<file path="src/rtl/bank_remap_pkg.sv">
// Package: shared widths, register selects and reset values for the
// bank remapper. Assumes CPU_AW - REG_W <= PASS_W < CPU_AW.
package bank_remap_pkg;
    localparam int CPU_AW = 16;   // CPU address width
    localparam int PHY_AW = 19;   // SRAM address width
    localparam int REG_W  = 8;    // register width
    localparam int PASS_W = 11;   // CPU bits always passed through

    typedef enum logic [1:0] {
        SEL_BASE = 2'd0,
        SEL_MASK = 2'd1,
        SEL_PAGE = 2'd2,
        SEL_NONE = 2'd3
    } reg_sel_e;
endpackage

</file>
<file path="src/rtl/bank_regs.sv">
// Module: holds window base, window mask and page register.
// Base and mask keep only the bits that take part in the compare.
// An I/O swap write has priority over a page write from the register port.
// Assumes one write per register per cycle; synchronous active-low reset.
module bank_regs #(
    parameter int          CPU_AW    = 16,
    parameter int          PHY_AW    = 19,
    parameter int          REG_W     = 8,
    parameter int          PASS_W    = 11,
    parameter logic [7:0]  SWAP_PORT = 8'h38,
    parameter logic [REG_W-1:0] SWAP_VAL  = 8'h20,
    parameter logic [REG_W-1:0] RST_BASE  = 8'h00,
    parameter logic [REG_W-1:0] RST_MASK  = 8'h1C,
    parameter logic [REG_W-1:0] RST_PAGE  = 8'h00
) (
    input  logic                       clk,
    input  logic                       rst_n,
    input  logic                       io_wr,
    input  logic [7:0]                 io_port,
    input  logic                       reg_we,
    input  logic [1:0]                 reg_sel,
    input  logic [REG_W-1:0]           reg_wdata,
    output logic [CPU_AW-PASS_W-1:0]   base_q,
    output logic [CPU_AW-PASS_W-1:0]   mask_q,
    output logic [PHY_AW-PASS_W-1:0]   page_q
);
    import bank_remap_pkg::*;

    localparam int CMP_W = CPU_AW - PASS_W;
    localparam int LO    = REG_W - CMP_W;   // lowest stored register bit

    logic swap_hit;

    // Decode a regular I/O write to the swap port.
    always_comb swap_hit = io_wr && (io_port == SWAP_PORT);

    // Window base and mask register updates.
    always_ff @(posedge clk) begin
        if (!rst_n) begin
            base_q <= RST_BASE[REG_W-1:LO];
            mask_q <= RST_MASK[REG_W-1:LO];
        end else if (reg_we) begin
            if (reg_sel == SEL_BASE) base_q <= reg_wdata[REG_W-1:LO];
            if (reg_sel == SEL_MASK) mask_q <= reg_wdata[REG_W-1:LO];
        end
    end

    // Page register update; the swap write wins over a port write.
    always_ff @(posedge clk) begin
        if (!rst_n)
            page_q <= RST_PAGE;
        else if (swap_hit)
            page_q <= SWAP_VAL;
        else if (reg_we && reg_sel == SEL_PAGE)
            page_q <= reg_wdata;
    end
endmodule

</file>
<file path="src/rtl/bank_window_match.sv">
// Module: decides whether a CPU address lies in the window. Each compare
// bit matches when it is masked (kept from the CPU) or equals the base.
// Purely combinational.
module bank_window_match #(
    parameter int CPU_AW = 16,
    parameter int PASS_W = 11
) (
    input  logic [CPU_AW-1:0]        cpu_a,
    input  logic [CPU_AW-PASS_W-1:0] base_q,
    input  logic [CPU_AW-PASS_W-1:0] mask_q,
    output logic                     in_win
);
    localparam int CMP_W = CPU_AW - PASS_W;

    logic [CMP_W-1:0] bit_ok;

    for (genvar j = 0; j < CMP_W; j++) begin : g_cmp
        // One compare bit: masked, or equal to the base bit.
        always_comb bit_ok[j] = mask_q[j] | (cpu_a[PASS_W+j] == base_q[j]);
    end

    // All compare bits must agree for a window hit.
    always_comb in_win = &bit_ok;
endmodule

</file>
<file path="src/rtl/bank_addr_compose.sv">
// Module: builds the SRAM address. Low PASS_W bits always come from the CPU.
// Inside the window the remaining bits are taken from the CPU where masked
// and from the page register otherwise. Outside it the CPU address is
// zero-extended. Purely combinational.
module bank_addr_compose #(
    parameter int CPU_AW = 16,
    parameter int PHY_AW = 19,
    parameter int PASS_W = 11
) (
    input  logic [CPU_AW-1:0]        cpu_a,
    input  logic [CPU_AW-PASS_W-1:0] mask_q,
    input  logic [PHY_AW-PASS_W-1:0] page_q,
    input  logic                     in_win,
    output logic [PHY_AW-1:0]        phys_a
);
    for (genvar i = 0; i < PHY_AW; i++) begin : g_bit
        if (i < PASS_W) begin : g_pass
            // Offset bits pass straight through.
            always_comb phys_a[i] = cpu_a[i];
        end else if (i < CPU_AW) begin : g_mix
            // Compare bits: CPU bit when masked, page bit otherwise.
            always_comb phys_a[i] = (in_win && !mask_q[i-PASS_W]) ? page_q[i-PASS_W]
                                                                 : cpu_a[i];
        end else begin : g_high
            // Extra physical bits: page bit in window, zero outside.
            always_comb phys_a[i] = in_win & page_q[i-PASS_W];
        end
    end
endmodule

</file>
<file path="src/rtl/bank_remapper.sv">
// Module: top of the low-window bank remapper. Registers a window base,
// mask and page value and translates the CPU address to an SRAM address.
// Assumes a single clock and synchronous active-low reset; bus timing is
// handled outside.
module bank_remapper
    import bank_remap_pkg::*;
#(
    parameter logic [7:0] SWAP_PORT = 8'h38,
    parameter logic [7:0] SWAP_VAL  = 8'h20
) (
    input  logic              clk,
    input  logic              rst_n,
    input  logic [CPU_AW-1:0] cpu_a,
    input  logic              io_wr,
    input  logic [7:0]        io_port,
    input  logic              reg_we,
    input  logic [1:0]        reg_sel,
    input  logic [REG_W-1:0]  reg_wdata,
    output logic [PHY_AW-1:0] phys_a,
    output logic              banked
);
    localparam int CMP_W  = CPU_AW - PASS_W;
    localparam int PAGE_W = PHY_AW - PASS_W;

    logic [CMP_W-1:0]  base_q;
    logic [CMP_W-1:0]  mask_q;
    logic [PAGE_W-1:0] page_q;

    bank_regs #(
        .CPU_AW(CPU_AW), .PHY_AW(PHY_AW), .REG_W(REG_W), .PASS_W(PASS_W),
        .SWAP_PORT(SWAP_PORT), .SWAP_VAL(SWAP_VAL),
        .RST_BASE(8'h00), .RST_MASK(8'h1C), .RST_PAGE(8'h00)
    ) u_regs (
        .clk(clk), .rst_n(rst_n), .io_wr(io_wr), .io_port(io_port),
        .reg_we(reg_we), .reg_sel(reg_sel), .reg_wdata(reg_wdata),
        .base_q(base_q), .mask_q(mask_q), .page_q(page_q)
    );

    bank_window_match #(.CPU_AW(CPU_AW), .PASS_W(PASS_W)) u_match (
        .cpu_a(cpu_a), .base_q(base_q), .mask_q(mask_q), .in_win(banked)
    );

    bank_addr_compose #(.CPU_AW(CPU_AW), .PHY_AW(PHY_AW), .PASS_W(PASS_W)) u_compose (
        .cpu_a(cpu_a), .mask_q(mask_q), .page_q(page_q), .in_win(banked),
        .phys_a(phys_a)
    );
endmodule

</file>
<file path="config.mk">
export PLATFORM = sky130hd
export DESIGN_NAME = bank_remapper
export DESIGN_NICKNAME = d
export VERILOG_FILES = /design/src/rtl/bank_remap_pkg.sv /design/src/rtl/bank_regs.sv /design/src/rtl/bank_window_match.sv /design/src/rtl/bank_addr_compose.sv /design/src/rtl/bank_remapper.sv
export SDC_FILE = /design/constraint.sdc
export NUM_CORES = 1
export LEC_CHECK = 0
export CAP_MARGIN = 20
export CELL_PAD_IN_SITES_DETAIL_PLACEMENT = 2
export CELL_PAD_IN_SITES_GLOBAL_PLACEMENT = 2
export CORE_AREA = 2 2 73 75
export DETAILED_ROUTE_END_ITERATION = 16
export DIE_AREA = 0 0 75 77
export PLACE_DENSITY_LB_ADDON = 0.15
export SLEW_MARGIN = 20
export SYNTH_ARGS = -nofsm -noshare
export SYNTH_HDL_FRONTEND = slang
export SYNTH_SLANG_ARGS = --single-unit
</file>
<file path="constraint.sdc">
create_clock -name clk -period 1.8 [get_ports clk]
set_input_delay 0.27 -clock clk [delete_from_list [all_inputs] [get_ports clk]]
set_output_delay 0.27 -clock clk [all_outputs]
set_load 0.01 [all_outputs]
</file>
==> results.py, run 1 <==
metrics = {
    "outcome": {
        "status": "finished with violations",
        "violations": "negative setup slack",
    },
    "power_and_ir_drop": {
        "vdd_drop_max_uv": 287,
        "power_frac_clock_pct": 29.0,
        "leakagePower_nw": 0.718,
        "total_power_w": 0.000982,
        "p_int_w": 0.000724,
        "p_sw_w": 0.000258,
        "cellPowerDensity_nw_per_um2": 588,
        "comb_power_share_pct": 27.8,
        "seq_power_share_pct": 43.2,
        "switching_share_pct": 26.3,
    },
    "setup_path": {
        "cp_data_required_time_ps": 1530,
        "endpoint_kind": "output pin",
        "arrival_ps": 1860,
        "worstPathMaxFanout": 6,
        "path_class": "flop to output pin",
        "worstSetupStartpointType": "flop",
    },
    "cts": {
        "root_buffer": "clkbuf_8",
        "cts-hold-fix-buffers": 0,
        "clk_path_buf_depth": 2,
        "clkSlewWorstSetupHoldPaths_ps": 70,
        "htreeDepth": 1,
        "cts_num_sinks": 18,
        "numCtsBuffers": 3,
        "cts_tree": "done",
        "clock_latency_ps": 250,
    },
    "global_routing": {
        "grt_pass1_wl_um": 5570,
        "antenna_found_initial": 0,
        "gr-total-overflow": 0,
        "grt_pass1_vias": 1057,
        "grt.total_usage_pct": 13.0,
        "grt_max_degree": 12,
    },
    "timing": {
        "period_share_pct": 118,
        "slew_headroom_pct": 74.4,
        "setup_ws_ps": -330,
        "rsz0062_at_grt": "yes",
        "max_freq_mhz": 469,
        "finalSetupViolCount": 9,
        "finClkSkew_ps": 0,
        "worst_pin_slew_ps": 382,
        "slew_viol_final": 0,
        "period_needed_ps": 2130,
        "hold_viol": 0,
    },
    "synth": {
        "post_synth_num_cell_types": 23,
        "synth_seq_cells": 18,
        "postSynthAreaPerCell_um2": 9.86,
        "yosysSeqAreaShare_pct": 36.9,
        "syn_nets": 137,
        "syn_area_um2": 976,
        "yosysWarnings": 0,
        "synthCells": 99,
    },
    "detailed_routing": {
        "ant_nets": 0,
        "wire_per_inst_um": 15.9,
        "wirelength_um": 3420,
        "first_pass_iters": 3,
        "drc": 0,
        "vias": 882,
        "via_per_inst": 4.10,
        "drt_iter0_drc": 14,
    },
    "floorplanning": {
        "die-area_um2": 5780,
        "pin_count": 58,
        "chipWidth_um": 75,
        "fp-row-count": 26,
        "core_um2": 4980,
        "die_h_um": 77,
        "start_util_pct": 19.6,
    },
    "cells_and_area": {
        "drive_above_1_share_pct": 33.8,
        "finalNetCount": 185,
        "diodes": 0,
        "area_delta_synth_final_pct": 71.0,
    },
    "placed_design": {
        "dp_slack_ps": -866,
        "gp_congestion": 0.767,
        "io_buffer_count": 35,
        "dp_hpwl_um": 2500,
    },
    "worst_hold_path": {
        "worstHoldPathType": "flop to flop",
    },
    "run": {
        "cap_violations": 0,
    },
}
## synthesized netlist by cell type
cell type / n / area (um^2)
nor3b_2: 1 / 12.5
nor2b_1: 8 / 50.1
nor4_1: 5 / 31.3
or4_1: 1 / 7.51
xnor2_1: 5 / 43.8
nor3_1: 1 / 5.00
buf_2: 1 / 5.00
dfxtp_1: 18 / 360
o41a_1: 1 / 11.3
mux2i_1: 17 / 170
buf_4: 11 / 82.6
o22ai_2: 2 / 25.0
clkbuf_1: 1 / 3.75
o22a_1: 1 / 8.76
mux2_1: 4 / 45.0
a21oi_1: 1 / 5.00
a21boi_0: 1 / 7.51
nand3b_1: 3 / 22.5
nand2_1: 3 / 11.3
and2_1: 3 / 18.8
nand4bb_1: 1 / 11.3
inv_1: 1 / 3.75
nor2_1: 9 / 33.8
## path summary, 6_finish.rpt
| check | from | endpoint | slack (ps) | cells after the start |
|---|---|---|---|---|
| max reg2reg | u_regs.base_q[2] | u_regs.base_q[2] | 920 | 5 |
| min | u_regs.page_q[7] | u_regs.page_q[7] | 490 | 2 |
| min reg2reg | u_regs.page_q[7] | u_regs.page_q[7] | 490 | 2 |
| max | u_regs.base_q[4] | phys_a[14] | -330 | 6 |
## sequential cells by signal (all words and copies together), names as in the netlist
name / cells
u_regs.base_q: 5
u_regs.mask_q: 5
u_regs.page_q: 8
## placed cells by master, fill, tap and decap left out, types with 4 or more instances in the layout
| cell | instances |
|---|---|
| clkdlybuf4s50_1 | 21 |
| dfxtp_1 | 15 |
| dlygate4sd2_1 | 9 |
| nor4_4 | 4 |
| mux2i_1 | 17 |
| buf_6 | 8 |
| mux2_4 | 4 |
| xnor2_2 | 5 |
| buf_4 | 16 |
| nor2_1 | 8 |
| nor2b_1 | 8 |
## cell type report
| class | count | area (um^2) |
|---|---|---|
| Inverter | 1 | 3.75 |
| Clock buffer | 3 | 41.3 |
| Sequential cell | 18 | 364 |
| Fill cell | 536 | 3310 |
| Multi-Input combinational cell | 67 | 648 |
| Tap cell | 70 | 87.6 |
| Timing Repair Buffer | 56 | 524 |
## metrics by stage
stage | instances | TNS (ps) | utilization (%) | hold WS, ps | instance area [um^2]
floorplan | 99 | 0 | - | 395 | 976
global placement | 203 | -5740 | 28.6 | 472 | 1430
detailed placement | 203 | -6240 | 28.6 | 486 | 1430
CTS | 214 | -1900 | 33.2 | 504 | 1650
global route | 215 | -3050 | 33.5 | 540 | 1670
finish | 215 | -2050 | 33.5 | 493 | 1670
## logic make-up after synthesis
| family | Yosys count | synth area share, % |
|---|---|---|
| compound gates | 6 | 5.90 |
| simple gates | 35 | 20.9 |
| buf+inv | 14 | 9.74 |
| flops | 18 | 36.9 |
| mux | 21 | 22.1 |
| xor+xnor | 5 | 4.49 |
## timing repair
action,CTS,global route
setup buffers,8,1
gates resized for setup,58,2
pin swaps,11,5
endpoints found under the setup margin,9,9
## layer usage
metal  wire [um]  up-vias  track usage, %
li1            -      428               -
met1        1360      427            15.8
met2        1890       17            22.8
met3         125       10            2.37
met4          46        0            3.39
met5           0        -               0
## power by group through the flow
| stage | logic [W] | clock network, W | registers, W |
|---|---|---|---|
| 2_1_floorplan | 0.000106 | 0 | 0.000428 |
| 3_3_place_gp | 0.000203 | 0 | 0.000430 |
| 3_5_place_dp | 0.000209 | 0 | 0.000430 |
| 4_1_cts | 0.000262 | 0.000289 | 0.000424 |
| 5_1_grt | 0.000293 | 0.000322 | 0.000426 |
| 6_report | 0.000273 | 0.000285 | 0.000424 |
## worst max-delay path, cell delays in order (launching register included)
cell     delay, ps
dfxtp_2        340
xnor2_2        210
o22ai_4        150
buf_4          170
nor4_4         280
mux2_4         330
buf_6          120
Note: power is estimated with default switching activity, not from simulation.
==> run 2: changes to the inputs <==
--- a/config.mk
+++ b/config.mk
@@ -12,6 +12,7 @@
 export DETAILED_ROUTE_END_ITERATION = 16
 export DIE_AREA = 0 0 75 77
 export PLACE_DENSITY_LB_ADDON = 0.15
+export RECOVER_POWER = 100
 export SLEW_MARGIN = 20
 export SYNTH_ARGS = -nofsm -noshare
 export SYNTH_HDL_FRONTEND = slang
==> run 2 against run 1 <==
Compared with the run above:
- the run still ends with negative setup slack left
- via count grew 0.23%
- sequential share of layout area is 0.25 points higher
- register-to-register slack worse by 30 ps
- final cell count unchanged
- flip-flop and latch count did not move
- wire length down 0.12%
- critical path type unchanged
- highest routed layer unchanged
==> results.py, run 2 (synthesis gave the netlist of run 1 again) <==
metrics = {
    "cells_and_area": {
        "final_cell_mix": "clkdlybuf4s50_1, mux2i_1, dfxtp_1, buf_4, dlygate4sd2_1",
        "layout_commonest_cell": "clkdlybuf4s50_1",
        "fillCellCount": 540,
        "largest_reg_flops": 8,
        "stdcell_count": 215,
        "top_register": "u_regs.page_q",
        "multiInputGateArea_um2": 643,
        "area_delta_synth_final_pct": 69.1,
        "regArea_um2": 364,
        "top_regs": "u_regs.page_q: 8 flops, u_regs.base_q: 5 flops, u_regs.mask_q: 5 flops",
        "diodes": 0,
        "finalNetCount": 185,
        "drive_above_1_share_pct": 31.7,
    },
    "cts": {
        "htreeDepth": 1,
        "clock_latency_ps": 250,
        "cts_tree": "done",
        "cts_num_sinks": 18,
        "numCtsBuffers": 3,
        "root_buffer": "clkbuf_8",
        "clk_path_buf_depth": 2,
        "clkSlewWorstSetupHoldPaths_ps": 70,
    },
    "power_and_ir_drop": {
        "cellPowerDensity_nw_per_um2": 591,
        "leakagePower_nw": 0.715,
        "vdd_drop_max_uv": 287,
    },
    "floorplanning": {
        "die-area_um2": 5780,
        "chipWidth_um": 75,
        "start_util_pct": 19.6,
        "fp-row-count": 26,
        "die_h_um": 77,
        "pin_count": 58,
        "core_um2": 4980,
    },
    "placed_design": {
        "dp_hpwl_um": 2500,
        "dp_slack_ps": -866,
        "gp_congestion": 0.767,
        "io_buffer_count": 35,
        "placedCellCount": 203,
    },
    "global_routing": {
        "gr-total-overflow": 0,
        "antenna_found_initial": 0,
        "grt_pass1_vias": 1057,
        "grt.total_usage_pct": 13.0,
        "grt_pass1_wl_um": 5570,
        "grt_max_degree": 12,
    },
    "run": {
        "cap_violations": 0,
    },
    "detailed_routing": {
        "ant_nets": 0,
        "drt_iter0_drc": 13,
        "drc": 0,
        "wirelength_um": 3410,
        "vias": 884,
        "wire_per_inst_um": 15.9,
        "via_per_inst": 4.11,
        "first_pass_iters": 3,
    },
    "setup_path": {
        "r2r_cells": 5,
        "critPathCapture": "phys_a[14]",
        "cp_data_required_time_ps": 1530,
        "worstPathMaxFanout": 6,
        "worstSetupStartpointType": "flop",
        "path_class": "flop to output pin",
        "reg2reg_slack_ps": 890,
        "timing.rr.start": "u_regs.base_q[2]",
        "cp-startpoint": "u_regs.base_q[4]",
        "arrival_ps": 1860,
        "endpoint_kind": "output pin",
        "r2r-end": "u_regs.base_q[2]",
    },
    "timing": {
        "max_freq_mhz": 469,
        "period_needed_ps": 2130,
        "finalSetupViolCount": 9,
        "slew_headroom_pct": 68.6,
        "period_share_pct": 118,
        "setup_ws_ps": -330,
        "hold_viol": 0,
        "slew_viol_final": 0,
        "worst_pin_slew_ps": 471,
        "finClkSkew_ps": 0,
        "rsz0062_at_grt": "yes",
    },
    "outcome": {
        "status": "finished with violations",
        "violations": "negative setup slack",
    },
    "worst_hold_path": {
        "worstHoldPathType": "flop to flop",
    },
}
[run 2: cell count changes in the layout (fill, tap and decap cells not counted), sizes merged]
cell	before	now
buf	26	23
clkbuf	3	5
clkdlybuf4s50	21	20
dlygate4sd3	0	1
dlymetal6s2s	0	1
[run 2: metal layers]
metal	global-route usage (%)	vias to the layer above	part of all wire, %
met2	22.8	17	55
met3	2.37	10	3.7
met4	3.39	0	1.3
li1	-	428	-
met1	15.8	429	40
met5	0	-	0
[run 2: power breakdown]
part,total (W),switching [W],internal [W],leakage [nW]
combinational,0.000267,0.000109,0.000158,0.546
sequential,0.000424,0.0000118,0.000412,0.148
clock,0.000285,0.000136,0.000149,0.0216
[run 2: timing repair]
item,in CTS,in global routing
setup endpoints to repair,9,9
buffers inserted,8,1
hold buffers,0,0
gates resized for setup,58,2
pin swaps,11,5
[run 2: how the worst min path moves through the flow]
stage,cells after the start,to,slack [ps],from
finish,2,u_regs.page_q[7],490,u_regs.page_q[7]
global route,0,phys_a[10],540,cpu_a[10]
CTS,2,u_regs.page_q[7],500,u_regs.page_q[7]
detailed placement,2,u_regs.page_q[7],490,u_regs.page_q[7]
global placement,2,u_regs.page_q[0],470,u_regs.page_q[0]
floorplan,2,u_regs.mask_q[0],400,reg_wdata[3]
[run 2: layout make-up]
| type | instances | area share [%] |
|---|---|---|
| Multi-Input combinational cell | 67 | 39.0 |
| Timing Repair Buffer | 56 | 30.9 |
| Sequential cell | 18 | 22.1 |
| Tap cell | 70 | 5.31 |
| Clock buffer | 3 | 2.50 |
| Inverter | 1 | 0.227 |
[run 2: stage by stage]
stage               instance area [um^2]  utilization (%)  hold WS, ps  total power, W  setup TNS [ps]
global placement                    1430             28.6          472        0.000633           -5740
detailed placement                  1430             28.6          486        0.000640           -6240
global route                        1650             33.2          540         0.00104           -3120
finish                              1650             33.2          493        0.000976           -2050
floorplan                            976                -          395        0.000534               0
CTS                                 1650             33.2          504        0.000976           -1900
[run 2: critical path, cell delays in order, from the launching register on]
cell and delay, ps:
dfxtp_2 340, xnor2_2 210, o22ai_4 150, buf_4 170, nor4_4 280, mux2_4 330, buf_6 120
==> run 3: changes to the inputs <==
--- a/config.mk
+++ b/config.mk
@@ -8,9 +8,10 @@
 export CAP_MARGIN = 20
 export CELL_PAD_IN_SITES_DETAIL_PLACEMENT = 2
 export CELL_PAD_IN_SITES_GLOBAL_PLACEMENT = 2
-export CORE_AREA = 2 2 73 75
+export CORE_AREA = 3 3 74 76
 export DETAILED_ROUTE_END_ITERATION = 16
-export DIE_AREA = 0 0 75 77
+export DIE_AREA = 0 0 77 79
+export MAX_ROUTING_LAYER = met4
 export PLACE_DENSITY_LB_ADDON = 0.15
 export RECOVER_POWER = 100
 export SLEW_MARGIN = 20
==> run 3 against run 2 <==
Compared with the run above:
- the flow still finishes with violations (negative setup slack)
- sequential power about the same
- worst setup slack better by 92 ps
- utilization up 0.62 points
- maximum frequency up 4.5%
- register-to-register slack about the same
- die area up 5.3%
- clock power up 18%
- global-route usage down 2.0 points
- final cell count down 3.3%
- via count down 1.2%
- non-clock buffer count down 5
- wire length down 3.9%
- critical path type unchanged
- highest routed layer unchanged
==> results.py, run 3 (synthesis gave the netlist of run 1 again) <==
metrics = {
    "detailed_routing": {
        "first_pass_iters": 2,
        "wirelength_um": 3280,
        "drc": 0,
        "ant_nets": 0,
        "drt_iter0_drc": 29,
        "via_per_inst": 4.20,
        "vias": 873,
        "wire_per_inst_um": 15.8,
    },
    "timing": {
        "slew_headroom_pct": 69.0,
        "rsz0062_at_grt": "yes",
        "whs_ps": 519,
        "setup_ws_ps": -238,
        "hold_viol": 0,
        "worst_pin_slew_ps": 466,
        "period_needed_ps": 2040,
        "setup_tns_ps": -1660,
        "max_freq_mhz": 491,
        "period_share_pct": 113,
        "slew_viol_final": 0,
        "finalSetupViolCount": 9,
        "finClkSkew_ps": 0,
    },
    "floorplanning": {
        "fp-row-count": 25,
        "chipWidth_um": 77,
        "core_um2": 4790,
        "pin_count": 58,
        "die_h_um": 79,
        "start_util_pct": 20.4,
        "die-area_um2": 6080,
    },
    "power_and_ir_drop": {
        "leakagePower_nw": 0.668,
        "vdd_drop_max_uv": 280,
        "cellPowerDensity_nw_per_um2": 620,
    },
    "setup_path": {
        "worstPathMaxFanout": 6,
        "path_class": "flop to output pin",
        "arrival_ps": 1770,
        "cp_data_required_time_ps": 1530,
        "worstSetupStartpointType": "flop",
        "endpoint_kind": "output pin",
    },
    "global_routing": {
        "grt_pass1_wl_um": 5060,
        "grt_max_degree": 12,
        "grt.total_usage_pct": 11.0,
        "gr-total-overflow": 0,
        "grt_pass1_vias": 995,
        "antenna_found_initial": 0,
    },
    "cells_and_area": {
        "drive_above_1_share_pct": 34.8,
        "area_delta_synth_final_pct": 65.6,
        "final_cell_mix": "clkdlybuf4s50_1, mux2i_1, dfxtp_1, buf_4",
        "layout_commonest_cell": "clkdlybuf4s50_1",
        "regArea_um2": 368,
        "fillCellCount": 536,
        "multiInputGateArea_um2": 649,
        "finalNetCount": 180,
        "diodes": 0,
        "top_regs": "u_regs.page_q: 8 flops, u_regs.base_q: 5 flops, u_regs.mask_q: 5 flops",
        "largest_reg_flops": 8,
        "top_register": "u_regs.page_q",
    },
    "cts": {
        "cts_tree": "done",
        "clk_path_buf_depth": 2,
        "numCtsBuffers": 3,
        "htreeDepth": 1,
        "clkSlewWorstSetupHoldPaths_ps": 70,
        "cts_num_sinks": 18,
        "clock_latency_ps": 250,
        "root_buffer": "clkbuf_8",
    },
    "placed_design": {
        "io_buffer_count": 35,
        "gp_congestion": 0.720,
        "dp_hpwl_um": 2490,
    },
    "run": {
        "cap_violations": 0,
    },
    "outcome": {
        "violations": "negative setup slack",
        "status": "finished with violations",
    },
    "worst_hold_path": {
        "worstHoldPathType": "flop to flop",
    },
}
## run 3: worst paths after layout
check	start	to	slack, ps	cells past startpoint
min reg2reg	u_regs.page_q[7]	u_regs.page_q[7]	520	2
max	u_regs.base_q[0]	phys_a[13]	-240	6
max reg2reg	u_regs.base_q[2]	u_regs.base_q[2]	890	5
min	u_regs.page_q[7]	u_regs.page_q[7]	520	2
## run 3: power breakdown
group	internal [W]	total (W)	leakage [nW]	switching, W
Sequential	0.000412	0.000424	0.149	0.0000123
Combinational	0.000142	0.000243	0.490	0.000101
Clock	0.000194	0.000336	0.0288	0.000142
Total	0.000748	0.00100	0.668	0.000255
## run 3: routing by layer
| metal | track usage [%] | vias up | part of all wire, % |
|---|---|---|---|
| li1 | - | 421 | - |
| met1 | 12.6 | 419 | 42 |
| met2 | 19.0 | 29 | 51 |
| met3 | 2.49 | 4 | 4.9 |
| met4 | 3.74 | 0 | 1.1 |
| met5 | - | - | 0 |
## run 3: worst max-delay path, cell delays in order, from the launching register on
cell     delay (ps)
dfxtp_2         340
xnor2_2         170
o22ai_4         150
buf_6           150
o41a_1          360
o22a_1          200
buf_2           140
## run 3: cell type report
cell class | instances | area share (%)
repair buffers | 51 | 28.3
flip-flops and latches | 18 | 22.8
well taps | 67 | 5.19
multi-input cells | 67 | 40.2
clock buffers | 4 | 3.41
inverters | 1 | 0.232
## run 3: metrics by stage
stage | cell area [um^2] | util [%] | power, W | cells | setup slack, ps
floorplan | 976 | - | 0.000534 | 99 | 248
global placement | 1430 | 29.9 | 0.000636 | 203 | -891
detailed placement | 1430 | 29.9 | 0.000642 | 203 | -842
CTS | 1590 | 33.1 | 0.00100 | 208 | -251
global route | 1620 | 33.8 | 0.00106 | 208 | -310
finish | 1620 | 33.8 | 0.00100 | 208 | -238
## run 3: repair_timing
| action | in CTS | in global routing |
|---|---|---|
| pin swaps | 13 | 4 |
| hold buffers | 0 | 0 |
| setup buffers | 1 | 0 |
| resized for setup | 63 | 11 |
| endpoints found under the setup margin | 9 | 9 |
